<file path="src/rtl/prbs_pkg.sv">
package prbs_pkg;

    // Register length and derived period
    localparam int unsigned PRBS_WIDTH = 8;
    localparam int unsigned PRBS_LANES = 7;
    localparam int unsigned PRBS_PERIOD = (1 << PRBS_WIDTH) - 1;

    // Feedback taps: bit n-1 set for stage n of x^8+x^6+x^5+x^4+1
    localparam logic [PRBS_WIDTH-1:0] PRBS_TAPS = 8'hB8;

    // Non-zero seed loaded while reset is held
    localparam logic [PRBS_WIDTH-1:0] PRBS_SEED = 8'h01;

    // Controller states
    typedef enum logic [0:0] {
        ST_SEED = 1'b0,
        ST_RUN  = 1'b1
    } prbs_state_e;

endpackage

</file>
<file path="src/rtl/prbs_ctrl.sv">
module prbs_ctrl
    import prbs_pkg::*;
(
    input  logic clk,
    input  logic rst_n,
    output logic load_seed,
    output logic advance,
    output logic running
);

    prbs_state_e state_q;
    prbs_state_e state_d;

    // Next-state logic: GO_RUN, GO_SEED and HOLD
    always_comb begin
        state_d = state_q;
        unique case (state_q)
            ST_SEED: begin
                if (rst_n) state_d = ST_RUN;
            end
            ST_RUN: begin
                if (!rst_n) state_d = ST_SEED;
            end
            default: state_d = ST_SEED;
        endcase
    end

    // State register; the reset input is sampled like any other input
    always_ff @(posedge clk) begin
        state_q <= state_d;
    end

    // Outputs
    always_comb begin
        load_seed = !rst_n;
        advance   = rst_n;
        running   = 1'b0;
        unique case (state_q)
            ST_SEED: running = 1'b0;
            ST_RUN:  running = 1'b1;
            default: running = 1'b0;
        endcase
    end

endmodule

</file>
<file path="src/rtl/prbs_shift.sv">
module prbs_shift #(
    parameter int unsigned       WIDTH = 8,
    parameter logic [WIDTH-1:0]  TAPS  = 8'hB8,
    parameter logic [WIDTH-1:0]  SEED  = 8'h01
) (
    input  logic             clk,
    input  logic             load_seed,
    input  logic             advance,
    output logic [WIDTH-1:0] stage_q
);

    // Running XOR over the selected taps
    logic [WIDTH:0] fb_chain;
    assign fb_chain[0] = 1'b0;

    for (genvar i = 0; i < WIDTH; i++) begin : g_tap
        if (TAPS[i]) begin : g_use
            assign fb_chain[i+1] = fb_chain[i] ^ stage_q[i];
        end else begin : g_skip
            assign fb_chain[i+1] = fb_chain[i];
        end
    end

    logic feedback;
    assign feedback = fb_chain[WIDTH];

    always_ff @(posedge clk) begin
        if (load_seed) begin
            stage_q <= SEED;
        end else if (advance) begin
            stage_q <= {stage_q[WIDTH-2:0], feedback};
        end
    end

endmodule

</file>
<file path="src/rtl/prbs_lanes.sv">
module prbs_lanes #(
    parameter int unsigned      WIDTH = 8,
    parameter int unsigned      LANES = 7,
    parameter logic [WIDTH-1:0] SEED  = 8'h01
) (
    input  logic [WIDTH-1:0] stage_q,
    input  logic             running,
    output logic [LANES-1:0] lanes,
    output logic             wrap
);

    // Lane k is taken from stage bit k
    for (genvar k = 0; k < LANES; k++) begin : g_lane
        assign lanes[k] = stage_q[k];
    end

    // The top stage is not on a lane but still feeds the seed compare
    assign wrap = running && (stage_q == SEED);

endmodule

</file>
<file path="src/rtl/prbs_lane_gen.sv">
module prbs_lane_gen
    import prbs_pkg::*;
(
    input  logic                  clk,
    input  logic                  rst_n,
    output logic [PRBS_LANES-1:0] lanes,
    output logic                  wrap
);

    logic                  load_seed;
    logic                  advance;
    logic                  running;
    logic [PRBS_WIDTH-1:0] stage_q;

    prbs_ctrl u_ctrl (
        .clk       (clk),
        .rst_n     (rst_n),
        .load_seed (load_seed),
        .advance   (advance),
        .running   (running)
    );

    prbs_shift #(
        .WIDTH (PRBS_WIDTH),
        .TAPS  (PRBS_TAPS),
        .SEED  (PRBS_SEED)
    ) u_shift (
        .clk       (clk),
        .load_seed (load_seed),
        .advance   (advance),
        .stage_q   (stage_q)
    );

    prbs_lanes #(
        .WIDTH (PRBS_WIDTH),
        .LANES (PRBS_LANES),
        .SEED  (PRBS_SEED)
    ) u_lanes (
        .stage_q (stage_q),
        .running (running),
        .lanes   (lanes),
        .wrap    (wrap)
    );

endmodule

</file>
<file path="config.mk">
export PLATFORM = sky130hd
export DESIGN_NAME = prbs_lane_gen
export DESIGN_NICKNAME = d
export VERILOG_FILES = /design/src/rtl/prbs_pkg.sv /design/src/rtl/prbs_ctrl.sv /design/src/rtl/prbs_shift.sv /design/src/rtl/prbs_lanes.sv /design/src/rtl/prbs_lane_gen.sv
export SDC_FILE = /design/constraint.sdc
export NUM_CORES = 1
export LEC_CHECK = 0
export BUFFER_PORTS_ARGS = -buffer_cell sky130_fd_sc_hd__clkbuf_2
export CAP_MARGIN = 20
export CORE_AREA = 5 5 42 44
export CTS_CLUSTER_SIZE = 16
export DETAILED_ROUTE_END_ITERATION = 10
export DIE_AREA = 0 0 47 49
export SETUP_SLACK_MARGIN = 0.5
export SLEW_MARGIN = 20
export SYNTH_ARGS = -nofsm -noshare
export SYNTH_HDL_FRONTEND = slang
export SYNTH_SLANG_ARGS = --single-unit
</file>
<file path="constraint.sdc">
create_clock -name clk -period 1.3 [get_ports clk]
set_input_delay 0.26 -clock clk [delete_from_list [all_inputs] [get_ports clk]]
set_output_delay 0.26 -clock clk [all_outputs]
set_load 0.05 [all_outputs]
</file>
==> results of run 1 <==
==> worst reg2reg max path: cells and delay by family (launching register included) <==
kind | cells | cell delay [ns]
flip-flops | 1 | 0.32
XOR/XNOR | 2 | 0.31
AND/OR/NAND/NOR | 1 | 0.06
buffers and inverters | 2 | 0.25
==> area by class of cell <==
type	count	area [sq um]	share of cell area
clock buffer	4	26.28	0.04158
multi-input combinational	15	125.1	0.1980
sequential	9	192.7	0.3050
tap	16	20.02	0.03168
timing repair buffer	16	267.8	0.4238
==> routing by layer <==
metal / vias up / track usage / part of all wire / wire length [um]
li1: 118 / - / - / -
met3: 2 / 0.05166 / 0.099 / 71
met4: 0 / 0.06912 / 0.0070 / 5
met5: - / 0 / 0 / 0
met2: 7 / 0.1063 / 0.55 / 393
met1: 114 / 0.06637 / 0.34 / 246
==> synthesized netlist by cell type <==
cell	number	area (sq um)
and2_1	6	37.54
and2_2	1	7.510
buf_4	7	52.55
dfxtp_1	9	180.2
nand2_1	2	7.510
nor2_1	1	3.750
nor4_2	1	12.51
or4b_1	1	10.01
xnor2_1	1	8.760
xor2_1	2	17.52
==> timing repair <==
item / CTS / global route
buffers inserted: 1 / 2
pin swaps: 3 / 0
endpoints found under the setup margin: 9 / 9
resized for setup: 29 / 3
gates cloned: 0 / 0
==> worst min path at each step <==
stage | from | to | slack (ns) | cells after the start
after CTS | rst_n | u_ctrl.state_q | 0.20 | 1
final | rst_n | u_ctrl.state_q | 0.21 | 1
after global placement | rst_n | u_ctrl.state_q | 0.47 | 1
after global routing | rst_n | u_ctrl.state_q | 0.22 | 1
after floorplan | rst_n | u_ctrl.state_q | 0.29 | 0
after detailed placement | rst_n | u_ctrl.state_q | 0.47 | 1
==> per-stage QoR <==
step	TNS (ns)	std cells	setup WS (ns)	total power (W)
finish	-0.4511	60	-0.4511	0.0006322
global route	-0.5110	60	-0.5110	0.0006706
CTS	-0.4709	58	-0.4709	0.0006376
detailed placement	-0.1856	53	-0.1856	0.0003887
global placement	-0.1796	53	-0.1796	0.0003886
floorplan	-0.3558	31	-0.3558	0.0003692
==> cells by family (layout without fill, tap and decap cells) <==
logic type / Yosys count / after routing / synth area share
buffers and inverters: 7 / 20 / 0.1556
XOR/XNOR: 3 / 3 / 0.07779
flip-flops: 9 / 9 / 0.5333
AND/OR/NAND/NOR: 12 / 12 / 0.2333
==> power breakdown <==
group	internal [W]	leakage (nW)	switching [W]
Clock	0.000118	0.0150	0.0000918
Sequential	0.000285	0.0771	0.00000889
Combinational	0.0000677	0.187	0.0000607
Total	0.000471	0.279	0.000161
==> state kept, by name, indices dropped and copies added (netlist names) <==
signal / flops
u_shift.stage_q: 8
u_ctrl.state_q: 1
==> results.cfg, run 1 <==
[drt]
routedWlPerCell_um = 11.93
post_drt_via_cell_ratio = 4.017
final_antenna_net_count = 0
routed_wirelength_um = 716
first_pass_iters = 2
drcViolationCount = 0
vias = 241
first_iter_violations = 3

[final_layout]
final_cell_mix = clkbuf_16 (7), and2_1 (6), buf_6 (4), dfxtp_2 (4)
postLayoutCellArea_sq_um = 631.9
layout_commonest_cell = clkbuf_16
diodes = 0
drive_gt1_frac = 0.6591
nets = 47
final_core_util = 0.4509
nFillCells = 131
area_growth_pct = 87.04

[worst_setup_path]
cp_max_fo = 2
critPathBufInv = 1
worstSetupPathType = flip-flop to output port
slowest_stage = or4b_4
r2r-end = u_shift.stage_q[0]
cp_num_cells = 3
critPathRequiredTime_ns = 1.04
start_kind = flip-flop
worstRegToRegCells = 5
crit_end = wrap
cp_cell_sequence = or4b_4 > nor4_4 > buf_12
critPathTopFamily = simple AND/OR/NAND/NOR gates
max_stage_delay_ns = 0.54
worstSetupStartpoint = u_shift.stage_q[5]
critPathArrivalTime_ns = 1.49
rrSetupSlack_ns = 0.26
r2r_start = u_shift.stage_q[5]
critPathCaptureType = output port

[placement]
finalWeightedCongestion = 0.7399
portBuffers = 9
place_area_sq_um = 410.4

[grt]
grt_max_degree = 10
grt_antenna_before_repair = 0
grt_overflow_total = 0
grt_usage = 0.07481
grt_pass1_wl_um = 1138
grt_pass1_vias = 262

[clocking]
cts_inserted_buffers = 3
cts_buffer_depth = 2
root_buffer = clkbuf_4
path_clk_slew_ns = 0.06
cts-hold-fix-buffers = 0
cts_tree = done
htreeDepth = 1
worst_skew_pair.late_latency_ns = 0.25
cts_sinks = 9

[outcome]
status = complete, but fails checks
violations = negative setup slack

[floorplan]
die_h_um = 49
die_w_um = 47
num_rows = 14
dieArea_sq_um = 2303
core-area_sq_um = 1401
start_util = 0.2411
pin_count = 10

[sta]
min_period_ns = 1.751
timing.final.ws_setup_ns = -0.4511
hold_slack_ns = 0.2136
tightest_slew_ns = 0.2635
hold_viol_final = 0
rsz0062_at_grt = yes
max_slew_margin = 0.8230
drv_slew = 0
fmaxAchievable_mhz = 571.1
fin_skew_ns = 0.002489
fin_crit_sh = 1.347
setup_viol = 1

[synthesis]
yosysWarnings = 0
syn_area_per_cell_sq_um = 10.90
synth.distinct_cells = 10
syn-num-nets = 33
ys_ff_latch = 9
ys_seq_area_frac = 0.5333
syn-instance-count = 31
synth_area_sq_um = 337.8

[power_and_ir_drop]
leakagePower_nw = 0.2792
power_density_nw_per_um2 = 1000
ir_drop_mv = 0.5355

[hold_path]
hp-class = input pin to flip-flop

[job]
maxCapViolCount = 0
No activity file was read; power rests on OpenSTA's default activity.
==> run 2, diff against run 1 <==
Settings changed: SETUP_SLACK_MARGIN 0.5 to 0.2, SYNTH_HIERARCHICAL set to 1.
==> results.cfg, run 2 <==
[sta]
hold_slack_ns = 0.2048
max_slew_margin = 0.8545
rsz0062_at_grt = yes
hold_viol_final = 0
drv_slew = 0
fmaxAchievable_mhz = 566.5
tightest_slew_ns = 0.2180
setup_viol = 1
min_period_ns = 1.765
fin_crit_sh = 1.358
timing.final.ws_setup_ns = -0.4653
fin_skew_ns = 0.006288

[floorplan]
pin_count = 10
start_util = 0.3009
dieArea_sq_um = 2303
num_rows = 14
core-area_sq_um = 1401
die_h_um = 49
die_w_um = 47

[clocking]
path_clk_slew_ns = 0.07
cts_buffer_depth = 2
cts_tree = done
cts_inserted_buffers = 3
cts-hold-fix-buffers = 0
root_buffer = clkbuf_4
cts_sinks = 9
htreeDepth = 1
worst_skew_pair.late_latency_ns = 0.27

[grt]
grt_usage = 0.08892
grt_overflow_total = 0
grt_pass1_wl_um = 1421
grt_antenna_before_repair = 0
grt_pass1_vias = 313
grt_max_degree = 8

[outcome]
violations = negative setup slack
status = complete, but fails checks

[final_layout]
largest_reg_flops = 8
multiInputGateArea_sq_um = 187.7
final_cell_mix = clkbuf_16 (7), buf_4 (7), mux2i_1 (7), nor2_1 (7), dfxtp_2 (7)
nets = 62
drive_gt1_frac = 0.6441
largestRegisters = u_shift/stage_q x8, u_ctrl/state_q x1
nFillCells = 131
postLayoutCellArea_sq_um = 749.5
regArea_sq_um = 192.7
final_core_util = 0.5348
area_growth_pct = 77.75
largest-register = u_shift/stage_q
diodes = 0

[drt]
vias = 331
first_iter_violations = 7
first_pass_iters = 3
routedWlPerCell_um = 11.40
final_antenna_net_count = 0
post_drt_via_cell_ratio = 4.413
drcViolationCount = 0
routed_wirelength_um = 855

[worst_setup_path]
start_kind = flip-flop
max_stage_delay_ns = 0.54
critPathArrivalTime_ns = 1.51
worstSetupPathType = flip-flop to output port
slowest_stage = or4b_4
cp_cell_sequence = or4b_4 > nor4_4 > clkbuf_8
cp_max_fo = 2
critPathCaptureType = output port
critPathRequiredTime_ns = 1.04

[synthesis]
ys_seq_area_frac = 0.4273
synth.distinct_cells = 13
synth_edf_count = 0
synth_top_area_frac = 0.4273
synth.most_common_cell = dfxtp_1
yosysWarnings = 6
syn_area_per_cell_sq_um = 9.806
synthArstFlopShare = 0
syn-num-nets = 45
yosys-top-cells-area = dfxtp_1 (43%), mux2i_1 (17%), buf_4 (14%)
ys_ff_latch = 9
ys.flop_type = dfxtp_1
synthTopCellsByCount = dfxtp_1 (9), buf_4 (8), mux2i_1 (7), nor2_1 (7), xnor2_1 (3)
synth_area_sq_um = 421.7
syn-instance-count = 43
yosysTopAreaCell = dfxtp_1

[power_and_ir_drop]
leakagePower_nw = 0.3397
power_density_nw_per_um2 = 897.2
ir_drop_mv = 0.4851

[placement]
portBuffers = 9
dp_slack_ns = -0.2538
dpl.hpwl_um = 609.9
finalWeightedCongestion = 0.7344
place_area_sq_um = 494.2

[job]
maxCapViolCount = 0

[hold_path]
hp-class = input pin to flip-flop
## run 2: changes by cell type after synthesis, moves of 2 or more
cell,delta
nor2_1,+6
and2_1,-6
xnor2_1,+2
xor2_1,-2
mux2i_1,+7
nand2_1,-2
inv_1,+2
## run 2: per-layer routing
metal,global-route usage,part of all wire
met5,0,0
met4,0.06912,0.025
met3,0.02952,0.068
met1,0.1084,0.46
met2,0.1222,0.45
## run 2: power by group
group / internal (W) / switching (W) / leakage (nW)
logic: 0.0000826 / 0.0000735 / 0.245
registers: 0.000285 / 0.00000759 / 0.0770
clock network: 0.000114 / 0.000110 / 0.0177
## run 2: final timing paths
path / startpoint / to / slack [ns] / cells after the start
worst max-delay path: u_shift/stage_q[6] / wrap / -0.47 / 3
worst min-delay path: rst_n / u_ctrl/state_q / 0.20 / 1
worst max register to register: u_shift/stage_q[3] / u_shift/stage_q[0] / 0.16 / 6
worst min register to register: u_shift/stage_q[7] / u_shift/stage_q[7] / 0.55 / 2
## run 2: kinds of logic after synthesis
family	after synthesis	share of synthesized area
AOI/OAI and AO/OA	1	0.01485
xor gates and xnor gates	3	0.06233
buffers and inverters	12	0.1810
DFF	9	0.4273
muxes	7	0.1662
and+or+nand+nor	11	0.1484
## run 2: timing repair
action / in CTS / in global routing
endpoints found under the setup margin: 8 / 8
setup buffers: 0 / 5
pin swaps: 0 / 3
hold endpoints to repair: 0 / 0
gates resized for setup: 35 / 3
## run 2: cell type report
type                    instances  area share
repair buffers                 22      0.4190
flip-flops and latches          9      0.2571
multi-input cells              22      0.2504
clock buffers                   3     0.03005
well taps                      16     0.02671
inverters                       2     0.01002
clock inverters                 1    0.006678
## run 2: metrics by stage
step,power [W],setup TNS (ns),std cells
2_1_floorplan,0.0003904,-0.3512,43
3_3_place_gp,0.0004073,-0.2433,66
3_5_place_dp,0.0004088,-0.2538,66
4_1_cts,0.0006761,-0.4847,70
5_1_grt,0.0007065,-0.5312,75
6_report,0.0006724,-0.4653,75
## run 2: critical path: cells and delay by family (launching register included)
kind | cells | cell delay, ns
flip-flops | 1 | 0.32
buffers and inverters | 1 | 0.22
AND/OR/NAND/NOR | 2 | 0.69
